## src/rtl/ufc_pkg.sv

```systemverilog
package ufc_pkg;

  // Strobes from the control decode to the queue datapath
  typedef struct packed {
    logic fifoEn;   // queued mode (registered)
    logic flushRx;  // empty receive queue this edge
    logic flushTx;  // empty transmit queue this edge
  } ufcCtl_t;

  // Receive threshold for each value of the two-bit selection field
  function automatic int trigThreshold(input logic [1:0] sel);
    case (sel)
      2'd0:    return 1;
      2'd1:    return 4;
      2'd2:    return 8;
      default: return 14;
    endcase
  endfunction

endpackage

```

## src/rtl/ufc_fifo.sv

```systemverilog
module ufc_fifo #(
  parameter int WIDTH = 8,
  parameter int DEPTH = 16
) (
  input  logic                       clk,
  input  logic                       rstN,
  input  logic                       flush,
  input  logic                       capOne,
  input  logic                       push,
  input  logic [WIDTH-1:0]           pushData,
  input  logic                       pop,
  output logic [WIDTH-1:0]           popData,
  output logic [$clog2(DEPTH+1)-1:0] level,
  output logic                       full,
  output logic                       empty,
  output logic                       overrun
);
  localparam int AW = (DEPTH > 1) ? $clog2(DEPTH) : 1;
  localparam int LW = $clog2(DEPTH + 1);

  logic [WIDTH-1:0] mem [DEPTH];
  logic [AW-1:0]    rdPtr, wrPtr;
  logic             pushOk, popOk;

  function automatic logic [AW-1:0] nextPtr(input logic [AW-1:0] p);
    return (p == AW'(DEPTH - 1)) ? '0 : p + 1'b1;
  endfunction

  assign empty   = (level == '0);
  assign full    = capOne ? !empty : (level == LW'(DEPTH));
  assign popOk   = pop && !empty;
  assign pushOk  = push && (!full || popOk);
  assign popData = mem[rdPtr];

  always_ff @(posedge clk) begin
    if (!rstN) begin
      rdPtr   <= '0;
      wrPtr   <= '0;
      level   <= '0;
      overrun <= 1'b0;
    end else if (flush) begin
      rdPtr   <= '0;
      wrPtr   <= '0;
      level   <= '0;
      overrun <= 1'b0;
    end else begin
      if (pushOk) wrPtr <= nextPtr(wrPtr);
      if (popOk)  rdPtr <= nextPtr(rdPtr);
      case ({pushOk, popOk})
        2'b10:   level <= level + 1'b1;
        2'b01:   level <= level - 1'b1;
        default: level <= level;
      endcase
      overrun <= push && !pushOk;
    end
  end

  // Storage has no reset; only pointers and level define contents
  always_ff @(posedge clk) begin
    if (pushOk && !flush) mem[wrPtr] <= pushData;
  end

  a_r2_level_bound: assert property (@(posedge clk) disable iff (!rstN)
    level <= LW'(DEPTH));
  a_r3_single_entry: assert property (@(posedge clk) disable iff (!rstN)
    capOne && !flush |=> level <= LW'(1));
  a_r4_flush_empties: assert property (@(posedge clk) disable iff (!rstN)
    flush |=> level == '0);
  a_r10_overrun_cause: assert property (@(posedge clk) disable iff (!rstN)
    overrun |-> $past(push && full && !pop));
  a_r11_pop_empty: assert property (@(posedge clk) disable iff (!rstN)
    pop && empty && !push |=> level == '0);
endmodule

```

## src/rtl/ufc_datapath.sv

```systemverilog
module ufc_datapath
  import ufc_pkg::*;
#(
  parameter int DATA_W = 8,
  parameter int ERR_W  = 3,
  parameter int DEPTH  = 16
) (
  input  logic                        clk,
  input  logic                        rstN,
  input  ufcCtl_t                     ctl,
  input  logic                        txPush,
  input  logic [DATA_W-1:0]           txPushData,
  input  logic                        txPop,
  output logic [DATA_W-1:0]           txPopData,
  output logic [$clog2(DEPTH+1)-1:0]  txLevel,
  input  logic                        rxPush,
  input  logic [DATA_W+ERR_W-1:0]     rxPushData,
  input  logic                        rxPop,
  output logic [DATA_W+ERR_W-1:0]     rxPopData,
  output logic [$clog2(DEPTH+1)-1:0]  rxLevel,
  output logic                        rxOverrun
);
  logic txFull, txEmpty, txOverrun, rxFull, rxEmpty;
  logic unusedFlags;

  // Transmit full/empty/overrun are not needed at the block edge
  assign unusedFlags = txFull ^ txEmpty ^ txOverrun ^ rxFull ^ rxEmpty;

  ufc_fifo #(.WIDTH(DATA_W), .DEPTH(DEPTH)) txQueue (
    .clk      (clk),
    .rstN     (rstN),
    .flush    (ctl.flushTx),
    .capOne   (!ctl.fifoEn),
    .push     (txPush),
    .pushData (txPushData),
    .pop      (txPop),
    .popData  (txPopData),
    .level    (txLevel),
    .full     (txFull),
    .empty    (txEmpty),
    .overrun  (txOverrun)
  );

  ufc_fifo #(.WIDTH(DATA_W + ERR_W), .DEPTH(DEPTH)) rxQueue (
    .clk      (clk),
    .rstN     (rstN),
    .flush    (ctl.flushRx),
    .capOne   (!ctl.fifoEn),
    .push     (rxPush),
    .pushData (rxPushData),
    .pop      (rxPop),
    .popData  (rxPopData),
    .level    (rxLevel),
    .full     (rxFull),
    .empty    (rxEmpty),
    .overrun  (rxOverrun)
  );
endmodule

```

## src/rtl/ufc_control.sv

```systemverilog
module ufc_control
  import ufc_pkg::*;
#(
  parameter int DEPTH    = 16,
  parameter int TO_CHARS = 4
) (
  input  logic                        clk,
  input  logic                        rstN,
  input  logic                        cfgWr,
  input  logic [7:0]                  cfgData,
  input  logic                        charTick,
  input  logic                        rxPush,
  input  logic                        rxPop,
  input  logic [$clog2(DEPTH+1)-1:0]  rxLevel,
  output ufcCtl_t                     ctl,
  output logic                        rxTrigHit,
  output logic                        rxTimeout
);
  localparam int BIT_EN    = 0;
  localparam int BIT_RXCLR = 1;
  localparam int BIT_TXCLR = 2;
  localparam int TRIG_LSB  = 6;
  localparam int CW        = $clog2(TO_CHARS + 1);

  logic          enReg;
  logic [1:0]    trigSel;
  logic [CW-1:0] idleCnt;
  logic          idleRestart;
  logic          flagClear;
  logic          enWrite;
  logic          unusedCfg;

  assign unusedCfg = ^cfgData[5:3];
  assign enWrite   = cfgWr && cfgData[BIT_EN];

  // Leaving queued mode, or entering it, empties both queues
  always_comb begin
    ctl.fifoEn  = enReg;
    ctl.flushRx = cfgWr && (!cfgData[BIT_EN] || !enReg || cfgData[BIT_RXCLR]);
    ctl.flushTx = cfgWr && (!cfgData[BIT_EN] || !enReg || cfgData[BIT_TXCLR]);
  end

  always_ff @(posedge clk) begin
    if (!rstN) begin
      enReg   <= 1'b0;
      trigSel <= 2'd0;
    end else if (cfgWr) begin
      enReg <= cfgData[BIT_EN];
      if (enWrite) trigSel <= cfgData[TRIG_LSB +: 2];
    end
  end

  assign rxTrigHit = enReg ? (int'(rxLevel) >= trigThreshold(trigSel))
                           : (rxLevel != '0);

  // Idle character-time counter
  assign idleRestart = rxPush || rxPop || ctl.flushRx || !enReg || (rxLevel == '0);
  assign flagClear   = rxPop || ctl.flushRx || !enReg;

  always_ff @(posedge clk) begin
    if (!rstN) begin
      idleCnt   <= '0;
      rxTimeout <= 1'b0;
    end else begin
      if (idleRestart)
        idleCnt <= '0;
      else if (charTick && idleCnt != CW'(TO_CHARS))
        idleCnt <= idleCnt + 1'b1;

      if (flagClear)
        rxTimeout <= 1'b0;
      else if (!idleRestart && charTick && idleCnt == CW'(TO_CHARS - 1))
        rxTimeout <= 1'b1;
    end
  end

  a_r3_disable_write: assert property (@(posedge clk) disable iff (!rstN)
    cfgWr && !cfgData[BIT_EN] |=> !ctl.fifoEn);
  a_r7_sel_kept: assert property (@(posedge clk) disable iff (!rstN)
    cfgWr && !cfgData[BIT_EN] |=> $stable(trigSel));
  a_r8_rise_on_tick: assert property (@(posedge clk) disable iff (!rstN)
    $rose(rxTimeout) |-> $past(charTick && !rxPush && !rxPop));
  a_r9_timeout_nonempty: assert property (@(posedge clk) disable iff (!rstN)
    rxTimeout |-> rxLevel != '0);
  a_r9_pop_clears: assert property (@(posedge clk) disable iff (!rstN)
    rxPop |=> !rxTimeout);
endmodule

```

## src/rtl/uart_fifo_ctrl.sv

```systemverilog
module uart_fifo_ctrl
  import ufc_pkg::*;
#(
  parameter int DATA_W   = 8,
  parameter int ERR_W    = 3,
  parameter int DEPTH    = 16,
  parameter int TO_CHARS = 4
) (
  input  logic                        clk,
  input  logic                        rstN,
  input  logic                        cfgWr,
  input  logic [7:0]                  cfgData,
  input  logic                        charTick,
  input  logic                        txPush,
  input  logic [DATA_W-1:0]           txPushData,
  input  logic                        txPop,
  output logic [DATA_W-1:0]           txPopData,
  output logic [$clog2(DEPTH+1)-1:0]  txLevel,
  input  logic                        rxPush,
  input  logic [DATA_W+ERR_W-1:0]     rxPushData,
  input  logic                        rxPop,
  output logic [DATA_W+ERR_W-1:0]     rxPopData,
  output logic [$clog2(DEPTH+1)-1:0]  rxLevel,
  output logic                        fifoOn,
  output logic                        rxTrigHit,
  output logic                        rxTimeout,
  output logic                        rxOverrun
);
  ufcCtl_t ctl;

  ufc_control #(.DEPTH(DEPTH), .TO_CHARS(TO_CHARS)) control (
    .clk       (clk),
    .rstN      (rstN),
    .cfgWr     (cfgWr),
    .cfgData   (cfgData),
    .charTick  (charTick),
    .rxPush    (rxPush),
    .rxPop     (rxPop),
    .rxLevel   (rxLevel),
    .ctl       (ctl),
    .rxTrigHit (rxTrigHit),
    .rxTimeout (rxTimeout)
  );

  ufc_datapath #(.DATA_W(DATA_W), .ERR_W(ERR_W), .DEPTH(DEPTH)) datapath (
    .clk        (clk),
    .rstN       (rstN),
    .ctl        (ctl),
    .txPush     (txPush),
    .txPushData (txPushData),
    .txPop      (txPop),
    .txPopData  (txPopData),
    .txLevel    (txLevel),
    .rxPush     (rxPush),
    .rxPushData (rxPushData),
    .rxPop      (rxPop),
    .rxPopData  (rxPopData),
    .rxLevel    (rxLevel),
    .rxOverrun  (rxOverrun)
  );

  assign fifoOn = ctl.fifoEn;
endmodule

```

## config.mk

```make
export PLATFORM = sky130hd
export DESIGN_NAME = uart_fifo_ctrl
export DESIGN_NICKNAME = d
export VERILOG_FILES = /design/src/rtl/ufc_pkg.sv /design/src/rtl/ufc_fifo.sv /design/src/rtl/ufc_datapath.sv /design/src/rtl/ufc_control.sv /design/src/rtl/uart_fifo_ctrl.sv
export SDC_FILE = /design/constraint.sdc
export NUM_CORES = 1
export LEC_CHECK = 0
export BUFFER_PORTS_ARGS = -buffer_cell sky130_fd_sc_hd__buf_2
export CAP_MARGIN = 20
export CORE_MARGIN = 8
export CORE_UTILIZATION = 51
export DETAILED_ROUTE_END_ITERATION = 6
export GPL_TIMING_DRIVEN = 0
export PLACE_DENSITY = 0.79
export SLEW_MARGIN = 30
export SYNTH_ARGS = -nofsm -noshare
export SYNTH_HDL_FRONTEND = slang
export SYNTH_SLANG_ARGS = --single-unit
```

## constraint.sdc

```tcl
create_clock -name clk -period 3.3 [get_ports clk]
set_input_delay 0.825 -clock clk [delete_from_list [all_inputs] [get_ports clk]]
set_output_delay 0.825 -clock clk [all_outputs]
set_load 0.02 [all_outputs]
```

==> results of run 1 <==
-- stage by stage --
| stage | cells | hold slack, ns | power (mW) |
|---|---|---|---|
| after floorplan | 726 | 0.461 | 5.16 |
| after global placement | 1131 | 0.453 | 5.31 |
| after detailed placement | 1133 | 0.467 | 5.32 |
| after CTS | 1194 | 0.476 | 8.88 |
| after global routing | 1198 | 0.498 | 9.09 |
| final | 1198 | 0.474 | 8.82 |
-- worst max-delay path, stage by stage (launching register included) --
cell,delay [ns]
dfxtp_4,0.44
buf_8,0.21
mux4_2,0.54
mux4_2,0.53
buf_2,0.19
-- cell type report --
cell class                 instances  area, sq um
buffer                            28          208
clock buffer                      45          935
clock inverter                    19          108
fill                            1850        11000
inverter                          19         71.3
multi-input combinational        330         3720
sequential                       346         9980
tap                              341          427
timing repair buffer              70          365
-- layout by cell type, fill, tap and decap left out, drive strengths merged, types with 9 or more instances in the layout --
cell    netlist  routed
and3         11      11
clkbuf       16      58
a21oi        28      28
edfxtp      304     304
nor2         40      40
clkinv        0      15
o21ai         9       9
ha           23      23
nand3        15      15
mux4         95      95
nand2        25      25
inv          19      21
buf          15      85
mux2i         9       9
dfxtp        42      42
-- flip-flops by register name, summed over array words and instances (netlist names), named ones only --
name / cells
control.enReg: 1
control.rxTimeout: 1
control.trigSel: 2
datapath.txQueue.mem: 128
datapath.rxQueue.level: 5
datapath.txQueue.wrPtr: 4
datapath.rxQueue.rdPtr: 4
datapath.rxQueue.overrun: 1
datapath.txQueue.level: 5
datapath.rxQueue.wrPtr: 4
datapath.txQueue.rdPtr: 4
control.idleCnt: 3
datapath.rxQueue.mem: 176
-- synth_stat cells, types with 11 or more instances --
master    number
clkbuf_1      16
nand2_1       24
dfxtp_1       42
buf_2         11
and3_1        11
nor2_1        40
nand3_1       15
mux4_2        95
ha_1          23
edfxtp_1     304
a21oi_1       27
inv_1         19
-- routing by layer --
metal  track usage (%)  routed length, um
met1              22.7              11700
met2              29.2              14500
met3              3.65               1960
met4              5.46                691
met5                 0                 13
-- repair_timing --
action                                  in CTS  in global routing
buffers inserted                             0                  4
endpoints found under the setup margin      19                  7
resized for setup                           30                  8
endpoints found under the hold margin        0                  0
pin swaps                                    0                  0
-- report_power, final --
part | leakage, nW | total [mW] | internal [mW] | switching (mW)
Clock | 0.497 | 3.58 | 2.02 | 1.56
Sequential | 3.08 | 4.81 | 4.79 | 0.0263
Combinational | 1.60 | 0.429 | 0.176 | 0.253
-- how the worst max path moves through the flow --
stage	from	to	slack, ns	cells past startpoint
after CTS	flip-flop	txPopData[1]	0.001	4
after global placement	cfgData[0]	datapath.txQueue.mem[1][1]$_DFFE_PP_	-0.21	5
after floorplan	flip-flop	rxPopData[0]	0.46	4
after detailed placement	flip-flop	rxPopData[0]	-0.03	5
after global routing	flip-flop	rxPopData[0]	0.01	4
final	flip-flop	rxPopData[0]	0.06	4
-- cells by family (layout without fill, tap and decap cells) --
family / Yosys count / in the layout / share of synthesized area, %
AOI/OAI and AO/OA: 60 / 60 / 2.73
xor gates and xnor gates: 10 / 10 / 0.631
adders and majority gates: 25 / 25 / 2.36
buffers and inverters: 50 / 181 / 1.45
DFF: 346 / 346 / 71.9
muxes: 104 / 104 / 16.2
and+or+nand+nor: 131 / 131 / 4.77
==> results.txt, run 1 <==
run status = finished, final reports clean
type of destination of the critical path = output port
maximum clock frequency = 0.309 GHz
maximum number of pins on one net before global-route repair = 17
critical register-to-register path endpoint = datapath.rxQueue.level[4]$_SDFFE_PP0P_
post-synthesis sequential element count = 346
iteration-0 DRC count of the detailed router = 635
sequential share of the synthesized area = 71.9%
number of sinks on the clock net = 346
Max IR drop VDD = 0.356 mV
post-detailed-route DRC marker count = 0
routed wire length = 28800 um
post-synth cell types = 49
final estimated routing congestion in global placement = 0.774
clock latency of the later-clocked register in the worst-skew pair = 0.52 ns
clock-pin slew on the worst setup and hold paths = 0.06 ns
slew of the pin with the lowest slew margin = 0.947 ns
Via density = 6.03
endpoints failing hold = 0
cts hold-fix bufs = 0
CTS buffer count = 36
r2r setup slk = 0.32 ns
final core utilization = 59.0%
final non-filler cell area = 15800 sq um
number of optimization iterations in the first detailed-route pass = 5
DR WL/cell = 24.0 um
number of cells on the worst hold path = 2
die width = 181 um
final clock skew = 0.0238 ns
warning count from the yosys run = 0
Tcrit/Tclk final = 98.1%
Relative slew margins = 36.5%
ANT cells = 0
global routing usage summed across all routing layers = 17.4%
Total Die Area = 32700 sq um
io pins = 68
top flip-flop cell by instance count after synthesis = edfxtp_1
Net count, final = 891
hold path startpoint = control.rxTimeout$_SDFFE_PP0P_
cell taking the most area after synthesis = edfxtp_1
path type of the worst min-delay path = flip-flop to flip-flop
Site Rows = 60
total setup violations reported at the end of the flow = 0
Tmin final = 3.24 ns
unrepaired setup endpoints after global routing = no
total via count after detailed routing = 7226
launch point of the worst reg-to-reg path = datapath.rxQueue.level[0]$_SDFFE_PP0P_
Max Root-Sink Buffers = 3
pwr/cell area = 558 nW/um^2
largest fanout on the critical path = 10
element type at the critical path start = flip-flop
kind of critical path = flip-flop to output port
antenna violations before repair = 1
Worst R2R Path Depth = 9
clock tree from TritonCTS = yes
final total negative setup slack = 0 ns
top cells by area in the synthesized netlist = edfxtp_1, mux4_2, dfxtp_1
fraction of registers with async set/reset = 0%
remaining global-route overflow = 0
core area = 26800 sq um
post-route antenna net violation count = 0
die height = 181 um
I/O Buffers = 64
post-synthesis to final-layout area growth = 14.0%
share of layout cells above drive strength 1 = 28.2%
number of max-cap violations = 0
DP Wirelength = 17800 um
cell chosen for the clock root = clkbuf_16
Initial Util = 51.8%
leakage component of the power = 5.17 nW
number of synthesized flops with an enable pin = 304
post-synthesis cell area = 13900 sq um
Pins Over Slew Limit = 0
syn_nets = 786
arrival time reported for the critical path endpoint = 2.41 ns
Worst EP required = 2.47 ns
Worst Hold Endpoint = control.rxTimeout$_SDFFE_PP0P_
Syn Inst Count = 726
Post-DP Area = 14700 sq um
first-pass GRT wire length = 43400 um
crit path setup slack, layout = 0.0636 ns
maximum level of the CTS H-tree = 2
setup slack at placement = -0.0335 ns
fraction of synthesized cell area taken by the top area cell type = 65.8%
vias in the first global route = 7286
mean area per synthesized cell = 19.1 sq um
(Power assumes the default switching activity.)
==> run 2: changes to the inputs <==
--- a/config.mk
+++ b/config.mk
@@ -5,12 +5,14 @@
 export SDC_FILE = /design/constraint.sdc
 export NUM_CORES = 1
 export LEC_CHECK = 0
+export ABC_AREA = 1
 export BUFFER_PORTS_ARGS = -buffer_cell sky130_fd_sc_hd__buf_2
 export CAP_MARGIN = 20
 export CORE_MARGIN = 8
 export CORE_UTILIZATION = 51
 export DETAILED_ROUTE_END_ITERATION = 6
 export GPL_TIMING_DRIVEN = 0
+export MAX_ROUTING_LAYER = met4
 export PLACE_DENSITY = 0.79
 export SLEW_MARGIN = 30
 export SYNTH_ARGS = -nofsm -noshare
==> run 2 against run 1 <==
Net effect: global-route usage rose by 3.5 points; total power is 7.3% higher; die area increased by 3.7%; critical path type unchanged; worst setup slack worse by 0.038 ns; utilization fell by 0.29 points; sequential power is 0.8% higher; cell area up 3.4%; largest power group unchanged; first-iteration DRC count increased by 52%; non-clock buffer count is 32 higher; register-to-register slack better by 0.55 ns.
==> results.txt, run 2 <==
fraction of power consumed by sequential logic = 51.3% (-3.3 points)
number of synthesized flops with an enable pin = 304 (unchanged)
count of cell instances traversed by the critical path = 7 (+3)
Worst EP required = 2.47 ns (about the same)
area taken by flip-flops and latches = 9970 sq um (about the same)
Via density = 5.72 (-5.1%)
launch point of the worst reg-to-reg path = datapath.rxQueue.level[1]$_SDFFE_PP0P_
Worst R2R Path Depth = 7 (-2)
fraction of registers with async set/reset = 0% (unchanged)
total net switching power = 2.32 mW (+26%)
arrival time reported for the critical path endpoint = 2.45 ns (+0.04 ns)
top flip-flop cell by instance count after synthesis = edfxtp_1
Slowest-stage cell, CP = clkbuf_1
DP Wirelength = 23500 um (+32%)
die width = 184 um (+1.8%)
clock-pin slew on the worst setup and hold paths = 0.06 ns (about the same)
post-synthesis to final-layout area growth = 13.3%
DR WL/cell = 20.0 um (-17%)
post-synthesis sequential element count = 346 (unchanged)
Syn Inst Count = 1226 (+69%)
die height = 184 um (+1.8%)
critical register-to-register path endpoint = datapath.rxQueue.mem[4][4]$_DFFE_PP_
top cell types by occurrence after synthesis = edfxtp_1, nor2_1, o21ai_0, nand2_1, o211ai_1
path type of the worst min-delay path = flip-flop to flip-flop
Initial Util = 51.8% (about the same)
cell family with most CP delay = buffers and inverters
final estimated routing congestion in global placement = 0.967 (+25%)
Tcrit/Tclk final = 99.2% (+1.2 points)
Net count, final = 1390 (+56%)
vias in the first global route = 9490 (+30%)
clock tree from TritonCTS = yes
Worst Hold Endpoint = control.trigSel[0]$_SDFFE_PN0P_
number of sinks on the clock net = 346 (unchanged)
number of optimization iterations in the first detailed-route pass = 6 (+1)
syn_nets = 1286 (+64%)
iteration-0 DRC count of the detailed router = 964 (+52%)
remaining global-route overflow = 0 (unchanged)
multi-input logic area = 3940 sq um (+6.0%)
number of cells on the worst hold path = 2 (unchanged)
critical path's largest stage delay = 0.47 ns (-0.07 ns)
final core utilization = 58.7% (-0.29 points)
maximum level of the CTS H-tree = 2 (unchanged)
top cells by area in the synthesized netlist = edfxtp_1, nor2_1, dfxtp_1
total placed cells including tap cells = 1671 (+47%)
chain of cells forming the critical path = buf_2 -> clkbuf_1 -> o21ai_0 -> o21ai_0 -> o211ai_1 -> nand2_1 -> buf_2
sequential share of the synthesized area = 69.1% (-2.8 points)
share of layout cells above drive strength 1 = 13.8% (-14 points)
largest registers = datapath.rxQueue.mem: 176 flops, datapath.txQueue.mem: 128 flops
final clock skew = 0.0226 ns (-0.00121 ns)
r2r setup slk = 0.87 ns (+0.55 ns)
mean area per synthesized cell = 11.8 sq um (-38%)
clock latency of the later-clocked register in the worst-skew pair = 0.52 ns (about the same)
post-detailed-route DRC marker count = 0 (unchanged)
Total Die Area = 33900 sq um (+3.7%)
io pins = 68 (unchanged)
routed wire length = 34700 um (+20%)
worst path buffer plus inverter count = 3 (+1)
post-synth cell types = 39 (-20%)
Logic pwr share = 10.3% (+5.4 points)
post-synthesis cell area = 14400 sq um (+4.0%)
Max IR drop VDD = 0.404 mV (+14%)
endpoints failing hold = 0 (unchanged)
type of destination of the critical path = output port
top register by number of flip-flops = datapath.rxQueue.mem
post-route antenna net violation count = 0 (unchanged)
ANT cells = 0 (unchanged)
cell chosen for the clock root = clkbuf_16
element type at the critical path start = flip-flop
non-filler instance count after layout = 1731 (+44%)
total setup violations reported at the end of the flow = 0 (unchanged)
total via count after detailed routing = 9909 (+37%)
Max Root-Sink Buffers = 3 (unchanged)
I/O Buffers = 64 (unchanged)
switching share of total power = 24.6% (+3.7 points)
maximum number of pins on one net before global-route repair = 17 (unchanged)
Site Rows = 61 (+1.7%)
slew of the pin with the lowest slew margin = 0.861 ns (-0.0864 ns)
number of flip-flops under the largest register name = 176 (unchanged)
Tmin final = 3.27 ns (+0.0384 ns)
CTS buffer count = 35 (-2.8%)
cell taking the most area after synthesis = edfxtp_1
leakage component of the power = 5.52 nW (+6.6%)
commonest non-fill, non-tap cells in the layout = edfxtp_1, nor2_1, o21ai_0
global routing usage summed across all routing layers = 20.9% (+3.5 points)
kind of critical path = flip-flop to output port
most repeated cell in the gate-level netlist after synthesis = edfxtp_1
most common library cell in the layout ignoring fill and taps = edfxtp_1
fill count = 2167 (+17%)
number of max-cap violations = 0 (unchanged)
P_int = 7.14 mW (+2.3%)
largest fanout on the critical path = 10 (unchanged)
first-pass GRT wire length = 53100 um (+23%)
run status = finished, final reports clean
Relative slew margins = 42.4% (+5.9 points)
maximum clock frequency = 0.305 GHz (-1.2%)
hold path startpoint = control.trigSel[0]$_SDFFE_PN0P_
power share of the clock group = 38.4% (-2.2 points)
unrepaired setup endpoints after global routing = no
antenna violations before repair = 0 (-1)
final total negative setup slack = 0 ns (unchanged)
pwr/cell area = 579 nW/um^2 (+3.7%)
core area = 27900 sq um (+3.9%)
warning count from the yosys run = 0 (unchanged)
Pins Over Slew Limit = 0 (unchanged)
fraction of synthesized cell area taken by the top area cell type = 63.3% (-2.5 points)
==> run 2: metrics by stage <==
| stage | setup WS [ns] | instance area, sq um | total power [mW] | hold slack, ns |
|---|---|---|---|---|
| 2_1_floorplan | 0.843 | 14400 | 5.55 | 0.447 |
| 3_3_place_gp | 0.0595 | 15200 | 5.88 | 0.468 |
| 3_5_place_dp | 0.523 | 15300 | 5.91 | 0.485 |
| 4_1_cts | 0.103 | 16300 | 9.48 | 0.499 |
| 5_1_grt | 0.00449 | 16400 | 9.73 | 0.510 |
| 6_report | 0.0252 | 16400 | 9.46 | 0.492 |
==> run 2: area by class of cell <==
type | instances | area share [%]
Multi-Input combinational cell | 763 | 24.1
Clock buffer | 42 | 5.52
Tap cell | 378 | 2.89
Buffer | 63 | 2.26
Timing Repair Buffer | 67 | 2.12
Sequential cell | 346 | 61.0
Clock inverter | 18 | 0.826
Inverter | 54 | 1.30
==> run 2: kinds of logic (layout without fill, tap and decap cells) <==
family                     Yosys count  after routing  share of synthesized area (%)
and+or+nand+nor                    434            434                           12.5
DFF                                346            346                           69.1
AOI/OAI and AO/OA                  296            296                           11.6
xor gates and xnor gates             8              8                          0.486
buffers and inverters              117            244                           4.00
adders and majority gates           25             25                           2.27
==> run 2: worst register-to-register path, delay by kind of cell, from the launching register on <==
| kind | cells | cell delay (ns) |
|---|---|---|
| simple gates | 7 | 1.67 |
| flops | 1 | 0.39 |
==> run 2: how the worst max path moves through the flow <==
stage	from	end
floorplan	cfgData[0]	datapath.rxQueue.mem[11][0]$_DFFE_PP_
global placement	cfgData[0]	datapath.rxQueue.mem[7][2]$_DFFE_PP_
detailed placement	flip-flop	rxPopData[10]
CTS	flip-flop	txPopData[1]
global route	flip-flop	rxPopData[0]
finish	flip-flop	txPopData[1]
==> run 2: power groups by stage <==
stage | clock network, mW | registers, mW | logic, mW
detailed placement | 0 | 4.95 | 0.967
global placement | 0 | 4.94 | 0.939
global route | 3.80 | 4.86 | 1.08
CTS | 3.65 | 4.85 | 0.971
floorplan | 0 | 4.96 | 0.598
finish | 3.63 | 4.85 | 0.978
==> run 2: repair_timing <==
| item | in CTS | in global routing |
|---|---|---|
| pin swaps | 0 | 0 |
| gates cloned | 0 | 0 |
| endpoints found under the setup margin | 1 | 3 |
| hold buffers | 0 | 0 |
| resized for setup | 1 | 4 |
| setup buffers | 0 | 0 |
==> run 2: routing by layer <==
| metal | track usage (%) | part of all wire (%) | vias up |
|---|---|---|---|
| met1 | 26.9 | 39 | 4656 |
| met2 | 33.0 | 47 | 574 |
| met4 | 8.16 | 3.9 | 0 |
| li1 | - | - | 4589 |
| met3 | 3.47 | 10 | 90 |
| met5 | - | 0 | - |
==> run 3: changes to the inputs <==
--- a/config.mk
+++ b/config.mk
@@ -17,4 +17,5 @@
 export SLEW_MARGIN = 30
 export SYNTH_ARGS = -nofsm -noshare
 export SYNTH_HDL_FRONTEND = slang
+export SYNTH_HIERARCHICAL = 1
 export SYNTH_SLANG_ARGS = --single-unit
==> run 3 against run 2 <==
Net effect: clock skew grew 0.0091 ns; wire length is 1.2% higher; clock power is 13% higher; register-to-register slack about the same; final cell count increased by 2.4%; die area rose by 1.2%; highest routed layer unchanged; hold slack got worse by 0.035 ns; cell area increased by 2.1%; utilization decreased by 0.053 points; combinational power grew 49%; count of clock-buffer cells in the layout is 3 higher; global-route usage is 0.29 points higher.
==> results.txt, run 3 <==
clock-pin slew on the worst setup and hold paths = 0.06 ns (about the same)
chain of cells forming the critical path = clkbuf_4 -> buf_4 -> buf_4 -> o21ai_0 -> o211ai_1 -> nand3_1 -> nand2_1 -> buf_2
warning count from the yosys run = 6 (+6)
I/O Buffers = 64 (unchanged)
element type at the critical path start = flip-flop
post-detailed-route DRC marker count = 0 (unchanged)
cell family with most CP delay = buffers and inverters
leakage component of the power = 5.83 nW (+5.7%)
critical register-to-register path endpoint = datapath/rxQueue/mem[12][8]$_DFFE_PP_
cell chosen for the clock root = clkbuf_16
number of buffers added for setup after CTS = 0 (unchanged)
run status = finished, final reports clean
worst path buffer plus inverter count = 4 (+1)
kind of critical path = flip-flop to output port
Max IR drop VDD = 0.508 mV (+26%)
slew of the pin with the lowest slew margin = 0.949 ns (+0.0883 ns)
total setup violations reported at the end of the flow = 0 (unchanged)
mean area per synthesized cell = 11.6 sq um (-1.2%)
Syn Inst Count = 1258 (+2.6%)
r2r setup slk = 0.88 ns (about the same)
maximum level of the CTS H-tree = 2 (unchanged)
endpoints failing hold = 0 (unchanged)
Initial Util = 51.4% (-0.42 points)
Via density = 5.60 (-2.2%)
die width = 185 um (+0.62%)
final core utilization = 58.6% (about the same)
routed wire length = 35100 um (+1.2%)
Tcrit/Tclk final = 97.8% (-1.5 points)
number of sinks on the clock net = 346 (unchanged)
clock tree from TritonCTS = yes
Pins Over Slew Limit = 0 (unchanged)
Worst R2R Path Depth = 8 (+1)
largest registers = datapath/rxQueue/mem: 176 flops, datapath/txQueue/mem: 128 flops
total via count after detailed routing = 9925 (+0.16%)
Net count, final = 1420 (+2.2%)
arrival time reported for the critical path endpoint = 2.40 ns (-0.05 ns)
type of destination of the critical path = output port
final clock skew = 0.0317 ns (+0.00914 ns)
commonest non-fill, non-tap cells in the layout = edfxtp_1, nor2_1, o21ai_0
share of layout cells above drive strength 1 = 15.1% (+1.2 points)
Tmin final = 3.23 ns (-0.0486 ns)
die height = 185 um (+0.62%)
Relative slew margins = 36.7% (-5.7 points)
pwr/cell area = 625 nW/um^2 (+8.0%)
post-synthesis to final-layout area growth = 14.2%
ANT cells = 0 (unchanged)
fill count = 2270 (+4.8%)
antenna violations before repair = 0 (unchanged)
launch point of the worst reg-to-reg path = datapath/rxQueue/level[1]$_SDFFE_PP0P_
first-pass GRT wire length = 54000 um (+1.7%)
area taken by flip-flops and latches = 9970 sq um (unchanged)
CTS buffer count = 36 (+2.9%)
Worst Hold Endpoint = control/rxTimeout$_SDFFE_PP0P_
top register by number of flip-flops = datapath/rxQueue/mem
final total negative setup slack = 0 ns (unchanged)
final estimated routing congestion in global placement = 0.929 (-3.9%)
maximum clock frequency = 0.310 GHz (+1.5%)
number of flip-flops under the largest register name = 176 (unchanged)
core area = 28500 sq um (+2.2%)
Most common cell on crit path = buf_4
syn_nets = 1318 (+2.5%)
maximum number of pins on one net before global-route repair = 17 (unchanged)
Slowest-stage cell, CP = o211ai_1
path type of the worst min-delay path = flip-flop to flip-flop
most common library cell in the layout ignoring fill and taps = edfxtp_1
unrepaired setup endpoints after global routing = no
hold path startpoint = control/rxTimeout$_SDFFE_PP0P_
post-synthesis cell area = 14600 sq um (+1.4%)
remaining global-route overflow = 0 (unchanged)
Worst EP required = 2.47 ns (about the same)
multi-input logic area = 4050 sq um (+2.7%)
global routing usage summed across all routing layers = 21.2% (+0.29 points)
post-route antenna net violation count = 0 (unchanged)
DR WL/cell = 19.8 um (-1.2%)
Total Die Area = 34300 sq um (+1.2%)
worst hold margin = 0.457 ns (-0.0350 ns)
cts hold-fix bufs = 0 (unchanged)
number of optimization iterations in the first detailed-route pass = 5 (-1)
number of cells on the worst hold path = 2 (unchanged)
largest fanout on the critical path = 10 (unchanged)
vias in the first global route = 9737 (+2.6%)
clock latency of the later-clocked register in the worst-skew pair = 0.55 ns (+0.03 ns)
Max Root-Sink Buffers = 3 (unchanged)
io pins = 68 (unchanged)
DP Wirelength = 23300 um (-0.58%)
critical path's largest stage delay = 0.46 ns (about the same)
number of max-cap violations = 0 (unchanged)
total power of the final layout = 10.4 mW (+10%)
Site Rows = 62 (+1.6%)
iteration-0 DRC count of the detailed router = 947 (-1.8%)
run 3: cell count changes in the layout (fill, tap and decap cells not counted), sizes merged, moves of 5 or more:
| cell | change |
|---|---|
| nand3 | +8 |
| inv | +17 |
| nor2 | +22 |
| nand4 | -5 |
| a21oi | -5 |
| nor3 | -9 |
run 3: metal layers:
layer / track usage, % / wire [um] / up-vias
met3: 3.63 / 2740 / 95
met5: - / 0 / -
met4: 8.58 / 1330 / 0
met2: 34.4 / 16700 / 440
met1: 26.2 / 14300 / 4738
li1: - / - / 4652
run 3: what timing repair did:
action	CTS	global route
hold endpoints to repair	0	0
gates resized for setup	0	13
endpoints found under the setup margin	0	12
run 3: worst reg2reg max path, cell delays in order, from the launching register on:
cell and delay, ns:
dfxtp_1 0.50, nor2_2 0.07, nand3_2 0.08, nand2_2 0.13, nand2_4 0.14, nand2_4 0.08
nor2_4 0.13, nand2_2 0.13, nor2_2 0.75
run 3: how the worst max path moves through the flow:
stage | cells past startpoint | endpoint | slack [ns] | start
after floorplan | 6 | datapath/rxQueue/mem[12][0]$_DFFE_PP_ | 1.13 | rxPop
final | 8 | rxPopData[2] | 0.07 | flip-flop
after CTS | 7 | rxPopData[5] | 0.01 | flip-flop
after global routing | 8 | rxPopData[2] | 0.01 | flip-flop
after global placement | 7 | datapath/rxQueue/mem[13][1]$_DFFE_PP_ | 0.39 | rxPop
after detailed placement | 7 | datapath/rxQueue/mem[3][5]$_DFFE_PP_ | 0.46 | rxPop
run 3: area by class of cell:
type,instances,area share (%)
Multi-Input combinational cell,778,24.3
Inverter,72,1.68
Buffer,62,2.26
Timing Repair Buffer,64,1.92
Tap cell,384,2.88
Clock buffer,45,5.66
Sequential cell,346,59.7
Clock inverter,21,1.64
run 3: power breakdown:
group          switching (mW)  leakage (nW)  total, mW  internal [mW]
Sequential             0.0560          3.08       4.90           4.84
Clock                    1.70         0.582       4.09           2.39
Combinational            1.01          2.17       1.46          0.449
Total                    2.76          5.83       10.4           7.68
run 3: stage by stage:
step,instance area (sq um),setup slack (ns),instances
after floorplan,14600,1.13,1258
after global placement,15400,0.389,1706
after detailed placement,15500,0.460,1706
after CTS,16700,0.0112,1772
after global routing,16700,0.0112,1772
final,16700,0.0738,1772
